**config.mk**
```make
export PLATFORM = sky130hd
export DESIGN_NAME = qdac_wr_seq
export DESIGN_NICKNAME = d
export VERILOG_FILES = /design/src/rtl/qdac_pkg.sv /design/src/rtl/qdac_tmr.sv /design/src/rtl/qdac_shreg.sv /design/src/rtl/qdac_wr_seq.sv
export SDC_FILE = /design/constraint.sdc
export NUM_CORES = 1
export LEC_CHECK = 0
export BUFFER_PORTS_ARGS = -buffer_cell sky130_fd_sc_hd__buf_2
export CAP_MARGIN = 20
export CORE_UTILIZATION = 32
export CTS_BUF_LIST = sky130_fd_sc_hd__clkbuf_4
export DETAILED_ROUTE_END_ITERATION = 10
export PLACE_DENSITY = 0.57
export SLEW_MARGIN = 0
export SYNTH_ARGS = -nofsm -noshare
export SYNTH_HDL_FRONTEND = slang
export SYNTH_HIERARCHICAL = 1
export SYNTH_SLANG_ARGS = --single-unit
```
**constraint.sdc**
```tcl
create_clock -name clk -period 2.6 [get_ports clk]
set_input_delay 0.52 -clock clk [delete_from_list [all_inputs] [get_ports clk]]
set_output_delay 0.52 -clock clk [all_outputs]
set_load 0.1 [all_outputs]
```
**src/rtl/qdac_pkg.sv**
```systemverilog
package qdac_pkg;

   typedef enum logic [2:0] {
      ST_IDLE   = 3'd0,
      ST_LOW    = 3'd1,
      ST_HIGH   = 3'd2,
      ST_LOAD   = 3'd3,
      ST_RSETUP = 3'd4,
      ST_RPULSE = 3'd5
   } seq_state_t;

   // whole cycles covering t_ns at a period of per_ns, never below one
   function automatic int unsigned ns2cyc(input int unsigned t_ns, input int unsigned per_ns);
      int unsigned c;
      c = (t_ns + per_ns - 1) / per_ns;
      return (c == 0) ? 1 : c;
   endfunction

   function automatic int unsigned umax(input int unsigned a, input int unsigned b);
      return (a > b) ? a : b;
   endfunction

endpackage

```
**src/rtl/qdac_tmr.sv**
```systemverilog
module qdac_tmr #(
   parameter int unsigned W = 4
) (
   input  logic         clk,
   input  logic         rst_n,
   input  logic         load,
   input  logic [W-1:0] val,
   output logic         expired
);
   logic [W-1:0] cnt_q;

   always_ff @(posedge clk) begin
      if (!rst_n)
         cnt_q <= '0;
      else if (load)
         cnt_q <= val;
      else if (cnt_q != '0)
         cnt_q <= cnt_q - 1'b1;
   end

   assign expired = (cnt_q == '0);
endmodule

```
**src/rtl/qdac_shreg.sv**
```systemverilog
module qdac_shreg #(
   parameter int unsigned W = 16
) (
   input  logic         clk,
   input  logic         rst_n,
   input  logic         load,
   input  logic [W-1:0] din,
   input  logic         shift,
   output logic         msb
);
   logic [W-1:0] sr_q;

   always_ff @(posedge clk) begin
      if (!rst_n)
         sr_q <= '0;
      else if (load)
         sr_q <= din;
      else if (shift)
         sr_q <= {sr_q[W-2:0], 1'b0};
   end

   assign msb = sr_q[W-1];
endmodule

```
**src/rtl/qdac_wr_seq.sv**
```systemverilog
module qdac_wr_seq
   import qdac_pkg::*;
#(
   parameter int unsigned CLK_PERIOD_NS = 8,
   parameter int unsigned ADDR_W        = 2,
   parameter int unsigned PAD_W         = 2,
   parameter int unsigned CODE_W        = 12,
   parameter int unsigned T_DS_NS       = 25,
   parameter int unsigned T_DH_NS       = 20,
   parameter int unsigned T_CH_NS       = 30,
   parameter int unsigned T_CL_NS       = 50,
   parameter int unsigned T_CSS_NS      = 55,
   parameter int unsigned T_CSH_NS      = 15,
   parameter int unsigned T_LD1_NS      = 40,
   parameter int unsigned T_LD2_NS      = 15,
   parameter int unsigned T_LDW_NS      = 45,
   parameter int unsigned T_RSTW_NS     = 70,
   parameter int unsigned T_RSS_NS      = 25
) (
   input  logic              clk,
   input  logic              rst_n,
   input  logic              req_valid,
   output logic              req_ready,
   input  logic [ADDR_W-1:0] req_chan,
   input  logic [CODE_W-1:0] req_code,
   input  logic              rst_cmd,
   input  logic              rst_sel_in,
   output logic              busy,
   output logic              done,
   output logic              dac_cs_n,
   output logic              dac_sclk,
   output logic              dac_sdi,
   output logic              dac_load_n,
   output logic              dac_rst_n,
   output logic              dac_rst_sel
);
   localparam int unsigned FRAME_W   = ADDR_W + PAD_W + CODE_W;
   localparam int unsigned BW        = $clog2(FRAME_W);
   localparam int unsigned BIT_LOW   = umax(ns2cyc(T_CL_NS, CLK_PERIOD_NS), ns2cyc(T_DS_NS, CLK_PERIOD_NS));
   localparam int unsigned FIRST_LOW = umax(BIT_LOW, umax(ns2cyc(T_CSS_NS, CLK_PERIOD_NS),
                                                          ns2cyc(T_LD1_NS, CLK_PERIOD_NS)));
   localparam int unsigned BIT_HIGH  = umax(ns2cyc(T_CH_NS, CLK_PERIOD_NS), ns2cyc(T_DH_NS, CLK_PERIOD_NS));
   localparam int unsigned LAST_HIGH = umax(BIT_HIGH, umax(ns2cyc(T_CSH_NS, CLK_PERIOD_NS),
                                                           ns2cyc(T_LD2_NS, CLK_PERIOD_NS)));
   localparam int unsigned LOAD_LOW  = ns2cyc(T_LDW_NS, CLK_PERIOD_NS);
   localparam int unsigned RS_SETUP  = ns2cyc(T_RSS_NS, CLK_PERIOD_NS);
   localparam int unsigned RS_LOW    = ns2cyc(T_RSTW_NS, CLK_PERIOD_NS);
   localparam int unsigned DUR_MAX   = umax(umax(FIRST_LOW, LAST_HIGH), umax(LOAD_LOW, umax(RS_SETUP, RS_LOW)));
   localparam int unsigned TW        = (DUR_MAX < 2) ? 1 : $clog2(DUR_MAX);
   localparam logic [BW-1:0] LAST_BIT = BW'(FRAME_W - 1);

   // elaboration-time parameter checks
   if (CLK_PERIOD_NS == 0) begin : g_bad_period
      $error("CLK_PERIOD_NS must be non-zero");
   end
   if (ADDR_W < 1 || CODE_W < 1) begin : g_bad_width
      $error("ADDR_W and CODE_W must be at least 1");
   end
   if (FRAME_W < 2) begin : g_bad_frame
      $error("frame must hold at least two bits");
   end

   // word assembly: pad bits present only when PAD_W is non-zero
   logic [FRAME_W-1:0] frame_w;
   if (PAD_W > 0) begin : g_pad
      assign frame_w = {req_chan, {PAD_W{1'b0}}, req_code};
   end else begin : g_nopad
      assign frame_w = {req_chan, req_code};
   end

   seq_state_t    state_q, nstate;
   logic [BW-1:0] bit_q;
   logic          tmr_exp, tmr_load;
   logic [TW-1:0] tmr_val;
   int unsigned   dur;
   logic          accept, shift, take_rst, end_seq;
   logic          rst_pend_q, pend_sel_q;
   logic          cs_n_q, sclk_q, load_n_q, rstn_q, rsel_q, done_q;

   always_comb begin
      nstate = state_q;
      unique case (state_q)
         ST_IDLE:   if (rst_pend_q || rst_cmd) nstate = ST_RSETUP;
                    else if (req_valid)       nstate = ST_LOW;
         ST_LOW:    if (tmr_exp) nstate = ST_HIGH;
         ST_HIGH:   if (tmr_exp) nstate = (bit_q == LAST_BIT) ? ST_LOAD : ST_LOW;
         ST_LOAD:   if (tmr_exp) nstate = ST_IDLE;
         ST_RSETUP: if (tmr_exp) nstate = ST_RPULSE;
         ST_RPULSE: if (tmr_exp) nstate = ST_IDLE;
         default:   nstate = ST_IDLE;
      endcase
   end

   always_comb begin
      unique case (nstate)
         ST_LOW:    dur = (state_q == ST_IDLE) ? FIRST_LOW : BIT_LOW;
         ST_HIGH:   dur = (bit_q == LAST_BIT) ? LAST_HIGH : BIT_HIGH;
         ST_LOAD:   dur = LOAD_LOW;
         ST_RSETUP: dur = RS_SETUP;
         ST_RPULSE: dur = RS_LOW;
         default:   dur = 1;
      endcase
      tmr_val = TW'(dur - 1);
   end

   assign tmr_load = (nstate != state_q);
   assign accept   = (state_q == ST_IDLE) && (nstate == ST_LOW);
   assign shift    = (state_q == ST_HIGH) && (nstate == ST_LOW);
   assign take_rst = (state_q == ST_IDLE) && (nstate == ST_RSETUP);
   assign end_seq  = (state_q != ST_IDLE) && (nstate == ST_IDLE);

   qdac_tmr #(.W(TW)) u_tmr (
      .clk(clk), .rst_n(rst_n), .load(tmr_load), .val(tmr_val), .expired(tmr_exp)
   );

   qdac_shreg #(.W(FRAME_W)) u_sr (
      .clk(clk), .rst_n(rst_n), .load(accept), .din(frame_w), .shift(shift), .msb(dac_sdi)
   );

   always_ff @(posedge clk) begin
      if (!rst_n) begin
         state_q    <= ST_IDLE;
         bit_q      <= '0;
         rst_pend_q <= 1'b0;
         pend_sel_q <= 1'b0;
         cs_n_q     <= 1'b1;
         sclk_q     <= 1'b1;
         load_n_q   <= 1'b1;
         rstn_q     <= 1'b1;
         rsel_q     <= 1'b0;
         done_q     <= 1'b0;
      end else begin
         state_q <= nstate;
         if (accept)     bit_q <= '0;
         else if (shift) bit_q <= bit_q + 1'b1;
         if (take_rst)   rsel_q <= rst_pend_q ? pend_sel_q : rst_sel_in;
         if (rst_cmd && !(state_q == ST_IDLE && !rst_pend_q)) begin
            rst_pend_q <= 1'b1;
            pend_sel_q <= rst_sel_in;
         end else if (take_rst) begin
            rst_pend_q <= 1'b0;
         end
         cs_n_q   <= !(nstate == ST_LOW || nstate == ST_HIGH);
         sclk_q   <= (nstate != ST_LOW);
         load_n_q <= (nstate != ST_LOAD);
         rstn_q   <= (nstate != ST_RPULSE);
         done_q   <= end_seq;
      end
   end

   assign req_ready   = (state_q == ST_IDLE) && !rst_pend_q && !rst_cmd;
   assign busy        = (state_q != ST_IDLE);
   assign done        = done_q;
   assign dac_cs_n    = cs_n_q;
   assign dac_sclk    = sclk_q;
   assign dac_load_n  = load_n_q;
   assign dac_rst_n   = rstn_q;
   assign dac_rst_sel = rsel_q;
endmodule

```
* Yosys cells after proc, flatten, opt, wreduce, memory -nomap -nowiden
Cells that the tools add are included.
** Word-level totals
- Flip-flop bits (word level) :: 35
- Output and inout port bits :: 9
- Input port bits :: 19
- Logic and storage cells :: 72
** Cells by class
- Add/subtract/negate cells :: 3
- Reductions and logical operators :: 24
- Eq/ne operators :: 15
- Bitwise operators :: 1
- Muxes and demuxes :: 16
** Operators with widths (number)
- $mux 16 :: 2
- $mux 3 :: 6
- $pmux 4 s4 :: 1
- $pmux 3 s5 :: 1
- $eq 3x2->1 const B :: 4
- $eq 3x3->1 const B :: 4
- $mux 4 :: 2
- $sub 4x1->4 const B :: 2
- $logic_and 1x1->1 :: 7
- $eq 3x1->1 const B :: 2
- $logic_not 3->1 :: 2
- $reduce_bool 2->1 :: 3
- $reduce_or 2->1 :: 3
- $add 4x1->4 const B :: 1
- $eq 4x4->1 const B :: 1
- $logic_not 1->1 :: 4
- $logic_not 4->1 :: 1
- $reduce_bool 4->1 :: 1
- $mux 1 :: 3
- $ne 3x1->1 const B :: 1
- $ne 3x2->1 const B :: 1
- $ne 3x3->1 :: 1
- $ne 3x3->1 const B :: 1
- $reduce_bool 3->1 :: 1
- other kinds (3) :: 4

* Logic depth before layout (Yosys ltp)
Gate-level depths: netlist of run 1.
- Word-level depth :: 9
- Mapped depth :: 11
- Gate-level depth less buffers :: 9

* Modules after synthesis
Netlist of run 1, hierarchy kept.
** By module, submodules not included
- qdac_wr_seq :: cells each 102, instances 1, area an instance 863.3 µm², sequential area each 300.3 µm²
- qdac_shreg :: cells each 70, instances 1, area an instance 842.1 µm², sequential area each 320.3 µm²
- qdac_tmr :: cells each 23, instances 1, area an instance 230.2 µm², sequential area each 80.1 µm²

* Least setup slack after synthesis of run 1
Ideal clock, no wire load.
- Path kind :: reg2out
- Start :: register state_q[0]
- End :: output port req_ready
- Slack :: -0.246 ns
- Stages on the path, launching flop included :: 4
- Buffers on the path :: 1
- Data arrival time :: 2.326 ns
- Cell sequence :: dfxtp_1 or3_1 buf_2 nor2_1
** On the way
- Cells in the longest elaborated chain, start to end :: 3
** Ends and longest elaborated chain
- from (decl) :: line qdac_wr_seq.sv:71 : seq_state_t state_q, nstate;
- from (signal assigned) :: line qdac_wr_seq.sv:133 : state_q <= nstate;
- $logic_not 3->1 :: line qdac_wr_seq.sv:151 : assign req_ready = (state_q == ST_IDLE) && !rst_pend_q && !rst_cmd;
- $logic_and 1x1->1 (2 in series) :: line qdac_wr_seq.sv:151
- to (decl) :: line qdac_wr_seq.sv:23 : output logic req_ready,
No other way between the ends.

* Worst setup path after layout of run 1
Ends and elaborated chain as after synthesis.

==> impl_results.md, run 1 <==
* Total power at 2.45 mW
* Peak VDD IR at 431 uV
* CP Capture Type: output port
* Power Density at 1120 nW/um^2
* Die Ht at 79.8 microns
* Finished Layout Cells at 295
* Slowest CP cell: or3_1
* Area grow syn2layout at 12.9%
* Area leader, netlist: dfxtp_1
* Antenna diodes at 0
* CTS tree: yes
* Proportion of total power due to net switching at 45.4%
* RSZ-0062 raised after global routing: no
* Synth unique cells at 52
* Slowest cell delay on critical path at 580 ps
* P_int at 1.34 mW
* EDFF count, synth at 0
* Antenna-violating nets left at 0
* Required @ worst endpoint at 2080 ps
* Fin crit share at 93.9%
* Pre-antenna DRT Iters at 4
* Fin. max-slew vios at 0
* Cts repair resizes at 0
* Core region area at 5680 sq um
* Setup WS post-layout at 158 ps
* Total clock sinks at 35
* Worst reg2reg path startpoint: u_tmr/cnt_q[0]
* Starting Density at 34.1%
* Capture point of the worst path: req_ready
* Post-synth top area share at 36.2%
* Largest net degree at the start of global routing at 33
* I/O pin count at 28
* DRC at 0
* CP Cell Sequence: or3_1 > nor2_2 > buf_2
* Die Wd at 79.8 microns
* CP Launch Type: flop
* Setup Fix Bufs, Post-CTS at 0
* Fill count at 598
* Clock Latency Late Sink at 330 ps
* Worst Reg-to-Reg Cells at 10
* FF/Latch Area at 701 sq um
* Primary FF master, synth: dfxtp_1
* Share of cells above drive strength 1 at 30.5%
* Clock power frac at 15.6%
* Total gr overflow at 0
* Routed vias/inst at 4.83
* Routing usage on met3 at 2.97%
* Routed len/inst at 12.1 microns
* Clk root buf: clkbuf_4
* Met1 GRT Util at 16.5%
* Iteration-0 DRC count of the detailed router at 69
* RD Place Congestion at 0.836
* Die area at 6360 sq um
* Seq pwr share at 32.1%
* Multi-input combinational cell area at 1130 sq um
* Warnings, synthesis at 6
* Final min period at 2440 ps
* Gr busiest metal: met2
* Switching power at 1.11 mW
* Vias in the first global route at 1,321
* Normalized max-slew margin at 66.8%
* WP data arrival at 1920 ps
* Hpwl dp at 2.43 mm
* Clock transition at path regs at 120 ps
* Pleak at 1.08 nW
* Setup WS pre-CTS at 507 ps
* Post-Syn Area per Cell at 9.93 sq um
* Reg2reg end: u_tmr/cnt_q[1]
* Async set or reset register ratio after synthesis at 0%
* Hold-fix buffers, CTS at 0
* Initial antenna violation count at 0
* CP Launch Point: state_q[0]
* # setup viols final at 0
* Htree depth at 2
* Seq cells post-synth at 35
* Combinational share of power at 52.3%
* Drt total wl at 3.57 mm
* Final #Nets at 243
* Layout Skew at 14.8 ps
* Final core occ at 38.5%
* M2 GR Usage at 18.5%
* Hold Vio Cnt, Final at 0
* # Max-Cap Violations at 0
* Reg2reg setup slack at 470 ps
* Worst slew pin tran at 494 ps
* Ranking of synthesized cells by area: dfxtp_1 (36%), o211a_1 (8.8%), mux2_4 (7.0%)
* Aggregate global-route resource usage at 12.3%
* Seq/Total Area, Yosys at 36.2%
* Fmax at 409 MHz
* Crit path max fanout at 16
* Hold/Removal Path Class: input pin to flop
* First-pass GRT wire length at 6.09 mm
* Clock buffer count from CTS at 5
* Clock Tree Buf Depth at 2
* Setup_tns at 0 ps
* Placed cell count at 287
* Post-synthesis cell area at 1940 sq um
* Worst Hold Depth at 3
* Status: finished, final reports clean
* Routed via count at 1,424
* PortBufs at 27
* Worst setup path class: flop to output port
* Num rows at 27
* Synth Instances at 195
[how the worst min path moves through the flow]
stage                      from  slack, ps           end
floorplan              bit_q[1]        450      bit_q[1]
global placement       bit_q[1]        460      bit_q[1]
detailed placement     bit_q[1]        460      bit_q[1]
CTS                 req_code[0]        440  u_sr/sr_q[0]
global route        req_code[0]        420  u_sr/sr_q[0]
finish              req_code[0]        440  u_sr/sr_q[0]
[state kept, by name (all words and copies together) (netlist names)]
register and flops:
dac_load_n 1, u_sr/sr_q 16, bit_q 4, rst_pend_q 1
dac_rst_n 1, dac_sclk 1, state_q 3, pend_sel_q 1
dac_rst_sel 1, dac_cs_n 1, done 1, u_tmr/cnt_q 4
[metrics by stage]
stage | cell area, sq um | hold slack [ps]
finish | 2190 | 437
global route | 2190 | 419
CTS | 2190 | 435
detailed placement | 2110 | 465
global placement | 2110 | 461
floorplan | 1940 | 449
[critical path: cells and delay by family (launching register included)]
family,cells,cell delay [ps]
buffers and inverters,1,430
DFF,1,470
and+or+nand+nor,2,700
[Yosys cell counts (4+ instances only)]
library cell,count
nand2_1,6
o21ai_0,7
mux2_4,9
nand2b_1,19
buf_6,4
nor3_1,4
clkbuf_1,5
nor2_1,10
nand3_1,7
nor2b_1,4
dfxtp_1,35
inv_1,5
mux2_2,7
a21oi_1,4
o211a_1,17
[area by class of cell]
class | instances | area share, %
sequential | 35 | 32.1
tap | 72 | 4.12
clock inverter | 3 | 1.77
multi-input combinational | 143 | 51.6
clock buffer | 5 | 1.72
timing repair buffer | 32 | 7.90
inverter | 5 | 0.859
[metal layers]
metal	vias up	routed length, microns
met5	-	0
met4	0	46
met3	4	186
met2	37	1600
met1	639	1730
li1	744	-
[cells by family (layout without fill, tap and decap cells)]
kind of cell / Yosys count / count (layout) / share of synthesized area (%)
buffers and inverters: 18 / 45 / 6.01
flip-flops: 35 / 35 / 36.2
AND/OR/NAND/NOR: 71 / 71 / 22.9
other: 1 / 2 / 0.194
adder cells (fa/ha/maj): 3 / 3 / 1.81
AO/OA/AOI/OAI: 42 / 42 / 17.5
multiplexers: 20 / 20 / 13.2
XOR/XNOR: 5 / 5 / 2.26
[power groups by stage]
stage | clock network (mW) | registers [mW] | logic [mW]
after floorplan | 0 | 0.981 | 0.912
after global placement | 0 | 0.799 | 1.27
after detailed placement | 0 | 0.801 | 1.27
after CTS | 0.396 | 0.788 | 1.28
after global routing | 0.420 | 0.808 | 1.39
final | 0.381 | 0.786 | 1.28
[layout by cell type, fill, tap and decap left out, types with 3 or more instances in the layout]
| master | instances |
|---|---|
| a21oi_1 | 4 |
| and2_1 | 3 |
| buf_2 | 27 |
| buf_4 | 5 |
| clkbuf_4 | 5 |
| dfxtp_1 | 35 |
| inv_1 | 5 |
| mux2_2 | 7 |
| mux2_4 | 9 |
| mux2i_1 | 3 |
| nand2_1 | 6 |
| nand2b_1 | 19 |
| nand3_1 | 7 |
| nor2_1 | 8 |
| nor2b_1 | 4 |
| nor3_1 | 4 |
| o211a_1 | 17 |
| o21ai_0 | 7 |
| xor2_1 | 3 |
(Power assumes the default switching activity.)
==> run 2, diff against run 1 <==
Settings changed: CORE_MARGIN from default to 5.
==> run 2 against run 1 <==
  * Worst hold slack lost 36 ps
  * Combinational power grew 4%
  * Clock power shrank 19%
  * Sequential share of layout area shrank 0.15 points
  * Final area grew 0.46%
  * First-iteration DRC count grew 80%
  * Maximum frequency grew 3.9%
  * Wire length shrank 0.42%
  * Register-to-register slack lost 220 ps
  * Utilization shrank 1.2 points
  * Worst setup slack gained 91 ps
  * Via count grew 2.9%
==> impl_results.md, run 2 (synthesized netlist as in run 1, its figures left out) <==
* First-pass GRT wire length at 5.96 mm
* Worst reg2reg path startpoint: u_tmr/cnt_q[0]
* Routed via count at 1,466
* Power Density at 1080 nW/um^2
* Clk root buf: clkbuf_4
* Fill count at 620
* Met2 WL at 1.51 mm
* Slowest cell delay on critical path at 440 ps
* Fmax at 425 MHz
* Total clock sinks at 35
* Htree depth at 2
* Core region area at 5890 sq um
* # Max-Cap Violations at 0
* Status: finished, final reports clean
* CP Capture Type: flop
* WHS Endpoint: u_sr/sr_q[0]
* Final min period at 2350 ps
* Biggest regs: u_sr/sr_q (16), bit_q (4), u_tmr/cnt_q (4)
* Met3 WL at 185 microns
* Fin crit share at 90.4%
* Worst setup path class: flop to flop
* Setup WS pre-CTS at 257 ps
* Peak VDD IR at 439 uV
* Layout Skew at 17.5 ps
* Pleak at 1.08 nW
* CP Launch Type: flop
* Die Wd at 87.8 microns
* Vias in the first global route at 1,324
* Hold Vio Cnt, Final at 0
* Final core occ at 37.3%
* Clock transition at path regs at 130 ps
* PortBufs at 27
* DR top layer: met4
* RD Place Congestion at 0.827
* Antenna diodes at 0
* WP data arrival at 2600 ps
* Setup_tns at 0 ps
* Setup WS post-layout at 249 ps
* Reg2reg setup slack at 250 ps
* Largest net degree at the start of global routing at 33
* Final #Nets at 244
* Required @ worst endpoint at 2850 ps
* Max FFs per register at 16
* Hold/Removal Path Class: input pin to flop
* I/O pin count at 28
* Clock Latency Late Sink at 350 ps
* Setup Fix Bufs, Post-CTS at 0
* DRC at 0
* WP buf/inv at 3
* Commonest non-fill, non-tap cell in the layout: dfxtp_1
* Critical path's most frequent cell: inv_1
* Aggregate global-route resource usage at 9.91%
* Reg2reg end: u_sr/sr_q[13]
* CP delay by family, top: simple AND/OR/NAND/NOR gates
* Iteration-0 DRC count of the detailed router at 124
* Antenna-violating nets left at 0
* Worst Reg-to-Reg Cells at 9
* # setup viols final at 0
* Area grow syn2layout at 13.4%
* Total gr overflow at 0
* Cts repair resizes at 0
* Share of cells above drive strength 1 at 31.3%
* Routed len/inst at 11.9 microns
* Hold-fix buffers, CTS at 0
* CP Cell Sequence: inv_1 > ha_1 > nor3b_4 > and2_4 > nand3_1 > inv_1 > buf_12 > mux2_2 > o211a_1
* Die Ht at 87.8 microns
* Largest register by flop count: u_sr/sr_q
* Worst Hold Depth at 3
* Routed vias/inst at 4.90
* Die area at 7700 sq um
* Pre-antenna DRT Iters at 4
* Crit path max fanout at 16
* Fin. max-slew vios at 0
* RSZ-0062 raised after global routing: no
* Initial antenna violation count at 0
* CTS tree: yes
* Clock Tree Buf Depth at 2
* Met1 WL at 1.77 mm
* Most frequent cells in the layout: dfxtp_1 (35), buf_2 (27), nand2b_1 (19)
* Clock buffer count from CTS at 5
* Hold Path Origin: req_code[0]
* Slowest CP cell: nor3b_4
* Starting Density at 32.9%
* Drt total wl at 3.55 mm
* Hpwl dp at 2.54 mm
* Num rows at 28
run 2: cell count changes in the layout (fill, tap and decap cells not counted):
cell        before  now
clkinv_2         1    0
buf_12           0    1
clkinvlp_4       0    1
bufinv_16        1    0
clkinv_1         1    0
clkinv_4         0    2
run 2: area by class of cell:
class / count / area [sq um] / area share, %
clock buffers: 5 / 37.5 / 1.71
clock inverters: 3 / 25.0 / 1.14
inverters: 5 / 18.8 / 0.855
multi-input cells: 143 / 1130 / 51.3
flip-flops and latches: 35 / 701 / 31.9
well taps: 75 / 93.8 / 4.27
repair buffers: 33 / 193 / 8.77
run 2: metal layers:
| layer | vias up | GRT usage (%) |
|---|---|---|
| li1 | 747 | - |
| met1 | 680 | 13.4 |
| met2 | 31 | 14.0 |
| met3 | 8 | 3.10 |
| met4 | 0 | 5.30 |
| met5 | - | 0 |
run 2: worst reg2reg max path: cells and delay by family (launching register included):
| family | cells | cell delay (ps) |
|---|---|---|
| buffers and inverters | 3 | 380 |
| flip-flops | 1 | 330 |
| multiplexers | 1 | 350 |
| AND/OR/NAND/NOR | 3 | 820 |
| adder cells (fa/ha/maj) | 1 | 190 |
| AO/OA/AOI/OAI | 1 | 190 |
run 2: worst max path at each step:
stage / start / endpoint / slack (ps) / cells after the start
global route: u_tmr/cnt_q[0] / u_sr/sr_q[13] / 60 / 9
CTS: u_tmr/cnt_q[0] / u_sr/sr_q[13] / 230 / 9
floorplan: state_q[0] / req_ready / 230 / 3
detailed placement: u_tmr/cnt_q[0] / u_sr/sr_q[3] / 260 / 9
global placement: u_tmr/cnt_q[0] / u_sr/sr_q[1] / 310 / 9
finish: u_tmr/cnt_q[0] / u_sr/sr_q[13] / 250 / 9
run 2: stage by stage:
stage                     cells  power [mW]  hold WS (ps)  cell area [sq um]
after detailed placement    291        2.08           469               2130
after global routing        299        2.56           373               2200
after global placement      291        2.09           475               2130
after floorplan             196        1.89           449               1940
final                       299        2.38           401               2200
after CTS                   299        2.40           379               2200
run 2: power breakdown:
group          leakage, nW  total, mW  internal [mW]  switching (mW)
combinational        0.758       1.33          0.483           0.843
clock               0.0314      0.310          0.108           0.202
sequential           0.287      0.740          0.664          0.0756
total                 1.08       2.38           1.26            1.12
==> run 3, diff against run 2 <==
--- a/config.mk
+++ b/config.mk
@@ -8,4 +8,5 @@
 export BUFFER_PORTS_ARGS = -buffer_cell sky130_fd_sc_hd__buf_2
 export CAP_MARGIN = 20
+export CORE_ASPECT_RATIO = 1.25
 export CORE_MARGIN = 5
 export CORE_UTILIZATION = 32
==> constraint.sdc (replaced) <==
create_clock -name clk -period 2.6 [get_ports clk]
set_input_delay 0 -clock clk [delete_from_list [all_inputs] [get_ports clk]]
set_output_delay 0 -clock clk [all_outputs]
set_load 0.1 [all_outputs]
==> run 3 against run 2 <==
  * Register-to-register slack improved by 250 ps
  * Via count rose by 1.4%
  * Sequential cell count did not move
  * Largest power group unchanged
  * Power rose by 4.0%
  * Sequential power rose by 4.6%
  * Wire length rose by 5.6%
  * Die area rose by 0.13%
==> impl_results.md, run 3 (synthesized netlist as in run 1, its figures left out) <==
* Worst reg2reg path startpoint: u_tmr/cnt_q[0]
* Peak VDD IR at 345 uV
* Commonest non-fill, non-tap cell in the layout: dfxtp_1
* Final min period at 2100 ps
* Finished Layout Cells at 319
* Starting Density at 33.0%
* Initial antenna violation count at 0
* Num rows at 31
* Iteration-0 DRC count of the detailed router at 97
* Die Wd at 79.6 microns
* Power Density at 1050 nW/um^2
* RSZ-0062 raised after global routing: no
* DRC at 0
* Multi-input combinational cell area at 1120 sq um
* CP Launch Point: u_tmr/cnt_q[0]
* Normalized max-slew margin at 64.6%
* Critical path's most frequent cell: inv_1
* Clock Tree Buf Depth at 2
* Total gr overflow at 0
* Total clock sinks at 35
* Hold Path Origin: rst_cmd
* Aggregate global-route resource usage at 10.7%
* Max FFs per register at 16
* Clock Latency Late Sink at 340 ps
* FF/Latch Area at 701 sq um
* Setup_tns at 0 ps
* Core region area at 5860 sq um
* RD Place Congestion at 0.735
* Fin crit share at 80.7%
* Layout Skew at 11.5 ps
* WP buf/inv at 3
* Setup Fix Bufs, Post-CTS at 0
* Area grow syn2layout at 21.5%
* Fill count at 582
* CP Launch Type: flop
* Reg2reg setup slack at 500 ps
* Biggest regs: u_sr/sr_q (16), bit_q (4), u_tmr/cnt_q (4)
* # Max-Cap Violations at 0
* Pleak at 1.14 nW
* Share of cells above drive strength 1 at 27.8%
* Routed len/inst at 11.8 microns
* Htree depth at 2
* Placed cell count at 296
* Total power at 2.47 mW
* Die area at 7710 sq um
* Hold Vio Cnt, Final at 0
* Clock transition at path regs at 120 ps
* First-pass GRT wire length at 6.60 mm
* Status: finished, final reports clean
* CP delay by family, top: simple AND/OR/NAND/NOR gates
* Required @ worst endpoint at 2830 ps
* # setup viols final at 0
* Drt total wl at 3.75 mm
* Vias in the first global route at 1,493
* Slowest CP cell: dfxtp_1
* Fmax at 477 MHz
* Hold/Removal Path Class: input pin to flop
* CTS tree: yes
* Worst setup path class: flop to flop
* Clk root buf: clkbuf_4
* Largest register by flop count: u_sr/sr_q
* Clock buffer count from CTS at 5
* PortBufs at 27
* Crit path max fanout at 16
* CP Capture Type: flop
* Final #Nets at 257
* Antenna-violating nets left at 0
* Antenna diodes at 0
* Largest net degree at the start of global routing at 33
* Routed vias/inst at 4.66
* Fin. max-slew vios at 0
* WP data arrival at 2330 ps
* Worst slew pin tran at 531 ps
* I/O pin count at 28
* Most frequent cells in the layout: dfxtp_1 (35), buf_2 (27), nand2b_1 (19)
* Slowest cell delay on critical path at 340 ps
* Final core occ at 40.1%
* CP Cell Sequence: inv_1 > ha_1 > nor3b_4 > and2_4 > nand3_1 > inv_1 > buf_12 > mux2_2 > o211a_1
* Pre-antenna DRT Iters at 4
* Die Ht at 97.0 microns
* Hpwl dp at 2.58 mm
* Routed via count at 1,486
==> run 3: final cells by class <==
class	count	area share [%]
Sequential cell	35	29.8
Tap cell	82	4.36
Multi-Input combinational cell	143	47.8
Inverter	5	0.798
Clock buffer	5	1.60
Timing Repair Buffer	46	13.9
Clock inverter	3	1.65
==> run 3: worst register-to-register path: cells and delay by family, from the launching register on <==
| family | cells | cell delay (ps) |
|---|---|---|
| AO/OA/AOI/OAI | 1 | 200 |
| multiplexers | 1 | 350 |
| adder cells (fa/ha/maj) | 1 | 190 |
| buffers and inverters | 3 | 400 |
| AND/OR/NAND/NOR | 3 | 530 |
| flip-flops | 1 | 340 |
==> run 3: power by group <==
group          internal [mW]  switching (mW)  total, mW  leakage (nW)
Sequential             0.664           0.110      0.774         0.287
Combinational          0.495           0.816       1.31         0.811
Clock                  0.198           0.187      0.385        0.0426
Total                   1.36            1.11       2.47          1.14
==> run 3: layer usage <==
metal / vias up / share of wire [%] / track usage [%]
li1: 778 / - / -
met1: 668 / 44 / 12.0
met2: 36 / 49 / 18.3
met3: 4 / 5.6 / 3.44
met4: 0 / 1.4 / 4.10
met5: - / 0 / 0
==> run 3: what timing repair did <==
action,4_1_cts,5_1_grt
endpoints found under the hold margin,15,0
endpoints found under the setup margin,0,0
gates resized for setup,0,0
hold buffers,15,0
==> run 3: stage by stage <==
stage / hold WS, ps / instance area (sq um) / setup slack [ps]
6_report: 69.2 / 2350 / 502
5_1_grt: 67.6 / 2350 / 318
4_1_cts: 53.7 / 2350 / 482
3_5_place_dp: 269 / 2120 / 515
3_3_place_gp: 266 / 2120 / 554
2_1_floorplan: 133 / 1940 / 274
==> run 3: path summary, 6_finish.rpt <==
path              cells after the start             to
hold reg to reg                       2       bit_q[1]
setup reg to reg                      9  u_sr/sr_q[13]
hold / removal                        3     rst_pend_q
setup / recovery                      9  u_sr/sr_q[13]
